## src/rtl/sdm_dec_pkg.sv

```systemverilog
package sdm_dec_pkg;
   // FIR order and tap count
   localparam int FIR_ORDER = 64;
   localparam int FIR_TAPS  = FIR_ORDER + 1;
   // one bit of each step magnitude per transition point on each side
   localparam int TP_BITS   = 7;
   // delay (in samples) of the input bit that sets bit b of the rising magnitude
   localparam int UP_TAP [TP_BITS] = '{16, 65, 33, 28, 9, 50, 27};
   // delay of the input bit that sets bit b of the falling magnitude
   localparam int DN_TAP [TP_BITS] = '{49, 0, 32, 37, 56, 15, 38};
   // extreme FIR results: sums of positive and of negative coefficients
   localparam int FIR_PEAK_POS = 753;
   localparam int FIR_PEAK_NEG = -446;
   localparam int FIR_MIN_W    = 11;
endpackage

```

## src/rtl/sdm_dec_fir.sv

```systemverilog
module sdm_dec_fir
   import sdm_dec_pkg::*;
#(
   parameter int OUT_W = 11
) (
   input  logic                    clk,
   input  logic                    rst_n,
   input  logic                    in_vld,
   input  logic                    in_bit,
   output logic                    out_vld,
   output logic signed [OUT_W-1:0] out_dat
);
   localparam int STEP_W = TP_BITS + 1;

   if (OUT_W < FIR_MIN_W) begin : g_bad_w
      $error("sdm_dec_fir: OUT_W too small for the FIR range");
   end

   // dly[j] holds the input bit from j+1 accepted samples ago
   logic [FIR_TAPS-1:0]     dly;
   logic [TP_BITS-1:0]      up_mag;
   logic [TP_BITS-1:0]      dn_mag;
   logic signed [STEP_W-1:0] step;
   logic signed [OUT_W-1:0]  acc_nxt;

   for (genvar b = 0; b < TP_BITS; b++) begin : g_tp
      if (UP_TAP[b] == 0) begin : g_up_now
         assign up_mag[b] = in_bit;
      end else begin : g_up_dly
         assign up_mag[b] = dly[UP_TAP[b]-1];
      end
      if (DN_TAP[b] == 0) begin : g_dn_now
         assign dn_mag[b] = in_bit;
      end else begin : g_dn_dly
         assign dn_mag[b] = dly[DN_TAP[b]-1];
      end
   end

   // first adder: signed step from the two magnitudes
   assign step    = $signed({1'b0, up_mag}) - $signed({1'b0, dn_mag});
   // second adder: recursive accumulation
   assign acc_nxt = out_dat + {{(OUT_W-STEP_W){step[STEP_W-1]}}, step};

   always_ff @(posedge clk or negedge rst_n) begin
      if (!rst_n) begin
         dly     <= '0;
         out_dat <= '0;
         out_vld <= 1'b0;
      end else begin
         out_vld <= in_vld;
         if (in_vld) begin
            dly     <= {dly[FIR_TAPS-2:0], in_bit};
            out_dat <= acc_nxt;
         end
      end
   end


   fir_range_chk: assert property (@(posedge clk) disable iff (!rst_n)
      (out_dat <= FIR_PEAK_POS) && (out_dat >= FIR_PEAK_NEG));

   fir_hold_chk: assert property (@(posedge clk) disable iff (!rst_n)
      !in_vld |=> $stable(out_dat) && !out_vld);

   fir_vld_chk: assert property (@(posedge clk) disable iff (!rst_n)
      in_vld |=> out_vld);
endmodule

```

## src/rtl/sdm_dec_movsum.sv

```systemverilog
module sdm_dec_movsum #(
   parameter int LEN = 10,
   parameter int W   = 19
) (
   input  logic                clk,
   input  logic                rst_n,
   input  logic                in_vld,
   input  logic signed [W-1:0] in_dat,
   output logic                out_vld,
   output logic signed [W-1:0] out_dat
);
   if (LEN < 2) begin : g_bad_len
      $error("sdm_dec_movsum: LEN must be at least 2");
   end

   // hist[i] = wrapping integrator value from i+1 samples ago
   logic signed [W-1:0] hist [LEN];
   logic signed [W-1:0] run_nxt;

   assign run_nxt = hist[0] + in_dat;

   always_ff @(posedge clk or negedge rst_n) begin
      if (!rst_n) begin
         for (int i = 0; i < LEN; i++) hist[i] <= '0;
         out_dat <= '0;
         out_vld <= 1'b0;
      end else begin
         out_vld <= in_vld;
         if (in_vld) begin
            hist[0] <= run_nxt;
            for (int i = 1; i < LEN; i++) hist[i] <= hist[i-1];
            out_dat <= run_nxt - hist[LEN-1];
         end
      end
   end


   ms_vld_chk: assert property (@(posedge clk) disable iff (!rst_n)
      in_vld |=> out_vld);

   ms_idle_chk: assert property (@(posedge clk) disable iff (!rst_n)
      !in_vld |=> !out_vld && $stable(out_dat));
endmodule

```

## src/rtl/sdm_dec_pick.sv

```systemverilog
module sdm_dec_pick #(
   parameter int FACTOR = 8,
   parameter int IN_W   = 19,
   parameter int OUT_W  = 6,
   parameter int RSHIFT = 10
) (
   input  logic                   clk,
   input  logic                   rst_n,
   input  logic                   in_vld,
   input  logic signed [IN_W-1:0] in_dat,
   output logic                   out_vld,
   output logic [OUT_W-1:0]       out_dat
);
   localparam int CNT_W = (FACTOR > 2) ? $clog2(FACTOR) : 1;
   localparam logic signed [IN_W:0] HALF = (IN_W+1)'(1) <<< (RSHIFT-1);
   localparam logic signed [IN_W:0] TOP  = (IN_W+1)'((1 << OUT_W) - 1);

   if (FACTOR < 2) begin : g_bad_fac
      $error("sdm_dec_pick: FACTOR must be at least 2");
   end
   if (RSHIFT < 1 || RSHIFT >= IN_W) begin : g_bad_sh
      $error("sdm_dec_pick: RSHIFT out of range");
   end

   logic [CNT_W-1:0]     cnt;
   logic signed [IN_W:0] biased;
   logic signed [IN_W:0] quot;
   logic [OUT_W-1:0]     word;

   assign biased = $signed({in_dat[IN_W-1], in_dat}) + HALF;
   assign quot   = biased >>> RSHIFT;

   always_comb begin
      if (quot < 0)         word = '0;
      else if (quot > TOP)  word = '1;
      else                  word = quot[OUT_W-1:0];
   end

   always_ff @(posedge clk or negedge rst_n) begin
      if (!rst_n) begin
         cnt     <= '0;
         out_vld <= 1'b0;
         out_dat <= '0;
      end else begin
         out_vld <= 1'b0;
         if (in_vld) begin
            if (cnt == CNT_W'(FACTOR-1)) begin
               cnt     <= '0;
               out_vld <= 1'b1;
               out_dat <= word;
            end else begin
               cnt <= cnt + CNT_W'(1);
            end
         end
      end
   end


   pick_gap_chk: assert property (@(posedge clk) disable iff (!rst_n)
      out_vld |=> !out_vld);

   pick_hold_chk: assert property (@(posedge clk) disable iff (!rst_n)
      !in_vld |=> !out_vld && $stable(out_dat));
endmodule

```

## src/rtl/sdm_decimator.sv

```systemverilog
module sdm_decimator
   import sdm_dec_pkg::*;
#(
   parameter int FIR_W  = 11,
   parameter int LEN_A  = 10,
   parameter int LEN_B  = 16,
   parameter int FACTOR = 8,
   parameter int OUT_W  = 6,
   parameter int RSHIFT = 10
) (
   input  logic             clk,
   input  logic             rst_n,
   input  logic             bit_vld,
   input  logic             bit_in,
   output logic             word_vld,
   output logic [OUT_W-1:0] word_out
);
   localparam int NSTG  = 2;
   localparam int ACC_W = FIR_W + $clog2(LEN_A * LEN_B);
   localparam int STAGE_LEN [NSTG] = '{LEN_A, LEN_B};

   if (RSHIFT >= ACC_W) begin : g_bad_sh
      $error("sdm_decimator: RSHIFT exceeds accumulator width");
   end

   logic                    fir_vld;
   logic signed [FIR_W-1:0] fir_dat;
   logic [NSTG:0]           st_vld;
   logic [NSTG:0][ACC_W-1:0] st_dat;

   sdm_dec_fir #(.OUT_W(FIR_W)) u_fir (
      .clk     (clk),
      .rst_n   (rst_n),
      .in_vld  (bit_vld),
      .in_bit  (bit_in),
      .out_vld (fir_vld),
      .out_dat (fir_dat)
   );

   assign st_vld[0] = fir_vld;
   assign st_dat[0] = {{(ACC_W-FIR_W){fir_dat[FIR_W-1]}}, fir_dat};

   // cascaded moving-sum sections
   for (genvar s = 0; s < NSTG; s++) begin : g_stage
      logic signed [ACC_W-1:0] sum_o;
      sdm_dec_movsum #(.LEN(STAGE_LEN[s]), .W(ACC_W)) u_sum (
         .clk     (clk),
         .rst_n   (rst_n),
         .in_vld  (st_vld[s]),
         .in_dat  ($signed(st_dat[s])),
         .out_vld (st_vld[s+1]),
         .out_dat (sum_o)
      );
      assign st_dat[s+1] = sum_o;
   end

   sdm_dec_pick #(
      .FACTOR (FACTOR),
      .IN_W   (ACC_W),
      .OUT_W  (OUT_W),
      .RSHIFT (RSHIFT)
   ) u_pick (
      .clk     (clk),
      .rst_n   (rst_n),
      .in_vld  (st_vld[NSTG]),
      .in_dat  ($signed(st_dat[NSTG])),
      .out_vld (word_vld),
      .out_dat (word_out)
   );
endmodule

```

## config.mk

```make
export PLATFORM = sky130hd
export DESIGN_NAME = sdm_decimator
export DESIGN_NICKNAME = d
export VERILOG_FILES = /design/src/rtl/sdm_dec_pkg.sv /design/src/rtl/sdm_dec_fir.sv /design/src/rtl/sdm_dec_movsum.sv /design/src/rtl/sdm_dec_pick.sv /design/src/rtl/sdm_decimator.sv
export SDC_FILE = /design/constraint.sdc
export NUM_CORES = 1
export LEC_CHECK = 0
export BUFFER_PORTS_ARGS = -buffer_cell sky130_fd_sc_hd__buf_4
export CORE_ASPECT_RATIO = 1.75
export CORE_UTILIZATION = 45
export DETAILED_ROUTE_END_ITERATION = 10
export HOLD_SLACK_MARGIN = 0.08
export PLACE_DENSITY_LB_ADDON = 0.25
export RECOVER_POWER = 50
export SYNTH_ARGS = -nofsm -noshare
export SYNTH_HDL_FRONTEND = slang
export SYNTH_SLANG_ARGS = --single-unit
```

## constraint.sdc

```tcl
create_clock -name clk -period 4.32 [get_ports clk]
set_input_delay 0.216 -clock clk [delete_from_list [all_inputs] [get_ports clk]]
set_output_delay 0.216 -clock clk [all_outputs]
set_load 0.03 [all_outputs]
```

# After elaboration in Yosys (flattened, before gate mapping)
# Index checks and enable logic that the tools add are counted.
dict set report totals {
  reg_bits 621
  inputBits 4
  out_inout_bits 7
  word_cells 53
}
dict set report classes {
  addsub 8
  order_cmp 2
  n_eq_ne 1
  muxes 5
  n_reduce_logical 1
}
# op n
set ops {}
lappend ops {{subtractor 19 bit} 2}
lappend ops {{adder 19 x 11 -> 20 bit (second input constant)} 1}
lappend ops {{adder 19 x 11 -> 19 bit} 1}
lappend ops {{adder 19 bit} 1}
lappend ops {{2-to-1 mux 6 bit} 2}
lappend ops {{adder 11 bit} 1}
lappend ops {{greater-than comparator 10 x 7 -> 1 bit (second input constant)} 1}
lappend ops {{< comparator 10 x 1 -> 1 bit (second input constant)} 1}
lappend ops {{subtractor 7 x 7 -> 8 bit} 1}
lappend ops {{adder 3 x 1 -> 3 bit (second input constant)} 1}
lappend ops {{equality test 3 bit (second input constant)} 1}
lappend ops {{2-to-1 mux 3 bit} 1}
lappend ops {{2-to-1 mux 1 bit} 2}
lappend ops {{AND reduction 2 bit} 1}

# Longest topological paths before layout
dict set report depth {
  depth_word 4
  mapped_depth 20
  mapped_depth_nobuf 20
}

# Modules after synthesis
# Synthesis repeated with hierarchy kept, for this count alone.
dict set report hier_totals {
  hier_cells 2037
  area_unflattened_um2 27402.5
}
# mod instances cells_per_inst area_each_um2 seq_area_each_um2
set by_module_without_submodules {}
lappend by_module_without_submodules {{sdm_dec_movsum at g_stage[1].u_sum} 1 966 13698.1 8107.8}
lappend by_module_without_submodules {{sdm_dec_movsum at g_stage[0].u_sum} 1 750 9571.7 5255.0}
lappend by_module_without_submodules {sdm_dec_fir 1 263 3549.7 1926.8}
lappend by_module_without_submodules {sdm_dec_pick 1 58 583.1 250.2}

# Worst setup path before layout
# OpenSTA, ideal clock, no wires.
dict set report synth_timing {
  path_type {reg2reg}
  startpoint {register g_stage[0].u_sum.out_dat[0]}
  endpoint {register g_stage[1].u_sum.out_dat[18]}
  setup_time_ps 125
  arrival_time_ps 3423
  required_time_ps 4195
  slack_ps 772
  stages_incl_launch_ff 21
  n_path_buf 0
  period_less_slack_ps 3548
  cell_sequence {dfrtp_1 ha_1 inv_1 fa_1 nor2b_1 o31a_1 o21ai_0 nand2b_1 a21o_1 a21oi_1 xnor2_1 ha_1 o21ai_0 a21oi_1 nand4_1 a21oi_1 a211o_1 a22oi_1 a21oi_1 xnor3_1 mux2_2}
}
dict set report synth_between {
  elab_chain_cells 2
}
# element line
set synth_lines {}
lappend synth_lines {{start: declaration} sdm_dec_movsum.sv:10} ;# output logic signed [W-1:0] out_dat
lappend synth_lines {{start signal: assignment} sdm_dec_movsum.sv:32} ;# out_dat <= run_nxt - hist[LEN-1];
lappend synth_lines {{adder 19 bit} sdm_dec_movsum.sv:20} ;# assign run_nxt = hist[0] + in_dat;
lappend synth_lines {{net g_stage[1].u_sum.run_nxt[8]} sdm_dec_movsum.sv:18} ;# logic signed [W-1:0] run_nxt;
lappend synth_lines {{subtractor 19 bit} sdm_dec_movsum.sv:32}
lappend synth_lines {{end signal: assignment} sdm_dec_movsum.sv:32}
lappend synth_lines {{end: declaration} sdm_dec_movsum.sv:10}
# The timed path passes the listed nets, and every way through them passes these cells.
# A chain may end at the register's enable or synchronous reset.

# Worst setup path in the final report
# Ends and elaborated chain as after synthesis.

==> results.md <==
* Outcome: complete, but fails checks
* Failing checks: max-capacitance violations, max-slew violations
* Most frequent cells in the layout: dfrtp_1, mux2_2, ha_1, nand2_1, inv_1
* Total gr overflow at 0
* Ys async rst share at 100%
* Fillers at 4,999
* Vias in the first global route at 15,222
* Worst path max stage delay at 0.40 ns
* Crit Path Class: reg2reg
* DRC violations left at 0
* Post-synth cell types at 61
* Top_reg_cell synth: dfrtp_1
* Worst-margin pin slew at about 4.1 ns
* Clock tree from TritonCTS: built
* Routed WL per cell at 15.5 um
* Total negative slack at 0 ns
* Fin crit share at 92.5%
* Clock Latency Late Sink at 0.62 ns
* Mapped cell area at 0.0262 mm2
* Detailed placer's ending HPWL at roughly 28 mm
* CTS root buf: clkbuf_16
* Num ports at 11
* CTS max path bufs at 3
* Row count at 116
* Most frequent cell on the critical path: a21oi_1
* Critical path arrival at 4.49 ns
* Rel. slew slack at -174%
* Reg clk slew, reported paths at 0.06 ns
* Aggregate global-route resource usage at 15.1%
* Ant diodes at 0
* Die area at 0.0593 mm2
* Setup Buffers After CTS at 0
* RSZ-0062 raised after global routing: false
* Iteration count of the initial detailed-routing pass at 6
* Pin count of the biggest net entering global routing at approximately 130
* WP data required at 4.82 ns
* Die X-Extent at 185 um
* Fmax at 250 MHz
* Final slew viol count at 205
* Register area share after synthesis at 58.4%
* HP Start: bit_in
* Critical-path cell list: ha_1, inv_1, fa_1, nor2b_1, o31a_1, o21ai_0, nand2b_1, a21o_1, a21oi_1, xnor2_1, ha_1, o21ai_0, a21oi_1, nand4_1, a21oi_1, a211o_2, a22oi_1, a21oi_1, xnor3_1, mux2_2
* Sink Count at between 600 and 700
* Initial core utilization at 45.7%
* Area grow syn2layout at 10.8%
* Ys Warns at 0
* H-tree levels at 2
* Worst path slowest cell: a211o_2
* Gpl congestion at approximately 0.80
* Final nets at 2,021
* Mean Syn Cell Area at between 10 and 15 um2
* Clock skew at around 0.028 ns
* DR vias at 14,018
* Most common cell after layout, fill and taps aside: dfrtp_1
* CP Launch Type: register
* Placed Cells at about 2,600
* RR Startpoint: g_stage[0].u_sum.out_dat[0]$_DFFE_PN0P_
* Number of flops mapped to enable cells by yosys at 0
* Antenna violations before repair at 0
* Layout cells sized above 1 at 33.6%
* HP Class: in2reg
* DRT iter0 DRCs at 647
* Routed Wire Length at around 42 mm
* Finished Layout Cells at 2,732
* Yosys reg bits at 612
* Syn nets at approximately 2,000
* Minimum clock period at 4.00 ns
* Port-buffer cells at 10
* Crit. Startpoint: g_stage[0].u_sum.out_dat[0]$_DFFE_PN0P_
* Final hold viol count at 0
* Critical path capture point type: register
* Die height at 321 um
* Setup violators final at 0
* Multi-input gate area at 0.0103 mm2
* Reg area at ~0.015 mm2
* Max Cap Viol at 2
* Critical path fanouts, max at 5
* Num CTS Buffers at 56
* Core area at 0.0575 mm2
* DR vias/cell at slightly above 5
* Mapped Cells at roughly 1,900
* Routed Antenna Nets at 0
* First-pass GRT wire length at 74.0 mm
## per-stage QoR
stage               area, um2  hold WS, ns  utilization (%)  setup WS [ns]
floorplan               26200      -0.0796                -          0.772
global placement        27200        0.383             47.4          0.353
detailed placement      27200        0.388             47.4          0.280
CTS                     29100        0.175             50.7          0.256
global route            29100        0.397             50.6        0.00169
finish                  29100        0.401             50.6          0.324
## synthesized netlist by cell type (all sizes together) (4+ instances only)
master / n / area [um2]
dfrtp: 612 / 15300
a21o: 25 / 188
nand2b: 5 / 31.3
nor4: 6 / 37.5
o21a: 5 / 37.5
clkbuf: 69 / 259
nand2: 85 / 319
a31oi: 5 / 31.3
o31ai: 5 / 37.5
inv: 81 / 304
xnor2: 55 / 482
nand3: 8 / 40.0
and3: 13 / 81.3
buf: 6 / 26.3
ha: 91 / 1140
a21oi: 64 / 324
xor2: 17 / 149
mux2: 541 / 6090
a21boi: 5 / 41.3
or3: 7 / 43.8
nor3: 6 / 30.0
o211ai: 4 / 30.0
nand4: 4 / 25.0
nand3b: 6 / 45.0
o21bai: 9 / 67.6
fa: 5 / 100
a211oi: 4 / 35.0
o21ai: 74 / 370
nor2: 48 / 180
nor2b: 11 / 68.8
## registers in the layout (all words and copies together) (netlist names)
| register | count |
|---|---|
| g_stage.u_sum.hist | 494 |
| g_stage.u_sum.out_dat | 29 |
| u_fir.dly | 65 |
| u_pick.out_dat | 6 |
| u_fir.out_dat | 11 |
| u_pick.out_vld | 1 |
| u_fir.out_vld | 1 |
| u_pick.cnt | 3 |
| g_stage.u_sum.out_vld | 2 |
## path summary, 6_finish.rpt
check	depth (start not counted)	slack (ns)	endpoint
min in group asynchronous	2	1.16	g_stage[0].u_sum.hist[76]$_DFFE_PN0P_
worst min-delay path	3	0.40	u_fir.dly[0]$_DFFE_PN0P_
max in group asynchronous	3	0.87	u_fir.dly[19]$_DFFE_PN0P_
worst max-delay path	20	0.32	g_stage[1].u_sum.out_dat[18]$_DFFE_PN0P_
worst max register to register	20	0.32	g_stage[1].u_sum.out_dat[18]$_DFFE_PN0P_
worst min register to register	1	0.48	u_pick.out_dat[5]$_DFFE_PN0P_
## timing repair
| item | 4_1_cts | 5_1_grt |
|---|---|---|
| resized for setup | 0 | 2 |
| hold buffers | 2 | 0 |
| setup endpoints to repair | 0 | 2 |
| hold endpoints to repair | 111 | 0 |
## critical path, delay by kind of cell (launching register included)
kind	cells	cell delay [ns]
AOI/OAI and AO/OA	10	1.84
adders and majority gates	3	0.70
DFF	1	0.39
xor gates and xnor gates	2	0.35
and+or+nand+nor	3	0.28
muxes	1	0.27
buffers and inverters	1	0.07
## layer usage
layer  wire, um  vias to the layer above  GRT usage (%)  part of all wire [%]
met2      22300                      111           27.3                    53
met1      17300                     7094           17.7                    41
li1           -                     6729              -                     -
met5          0                        -              0                     0
met3        955                       84           2.06                   2.3
met4       1680                        0           6.72                   4.0
## cells by family after synthesis
group	Yosys count	share of synthesized area, %
DFF	612	58.4
buffers and inverters	156	2.25
muxes	542	23.3
adders and majority gates	96	4.72
AOI/OAI and AO/OA	222	5.22
xor gates and xnor gates	73	2.49
and+or+nand+nor	209	3.73
## layout make-up
class | instances | share of cell area [%]
multi-input cells | 1142 | 35.6
clock inverters | 21 | 0.865
inverters | 81 | 1.05
flip-flops and latches | 612 | 52.7
well taps | 767 | 3.30
clock buffers | 81 | 5.69
repair buffers | 28 | 0.869
Power is not shown: default switching activity piles up to over one toggle a cycle in this logic, so the estimate is an artifact.
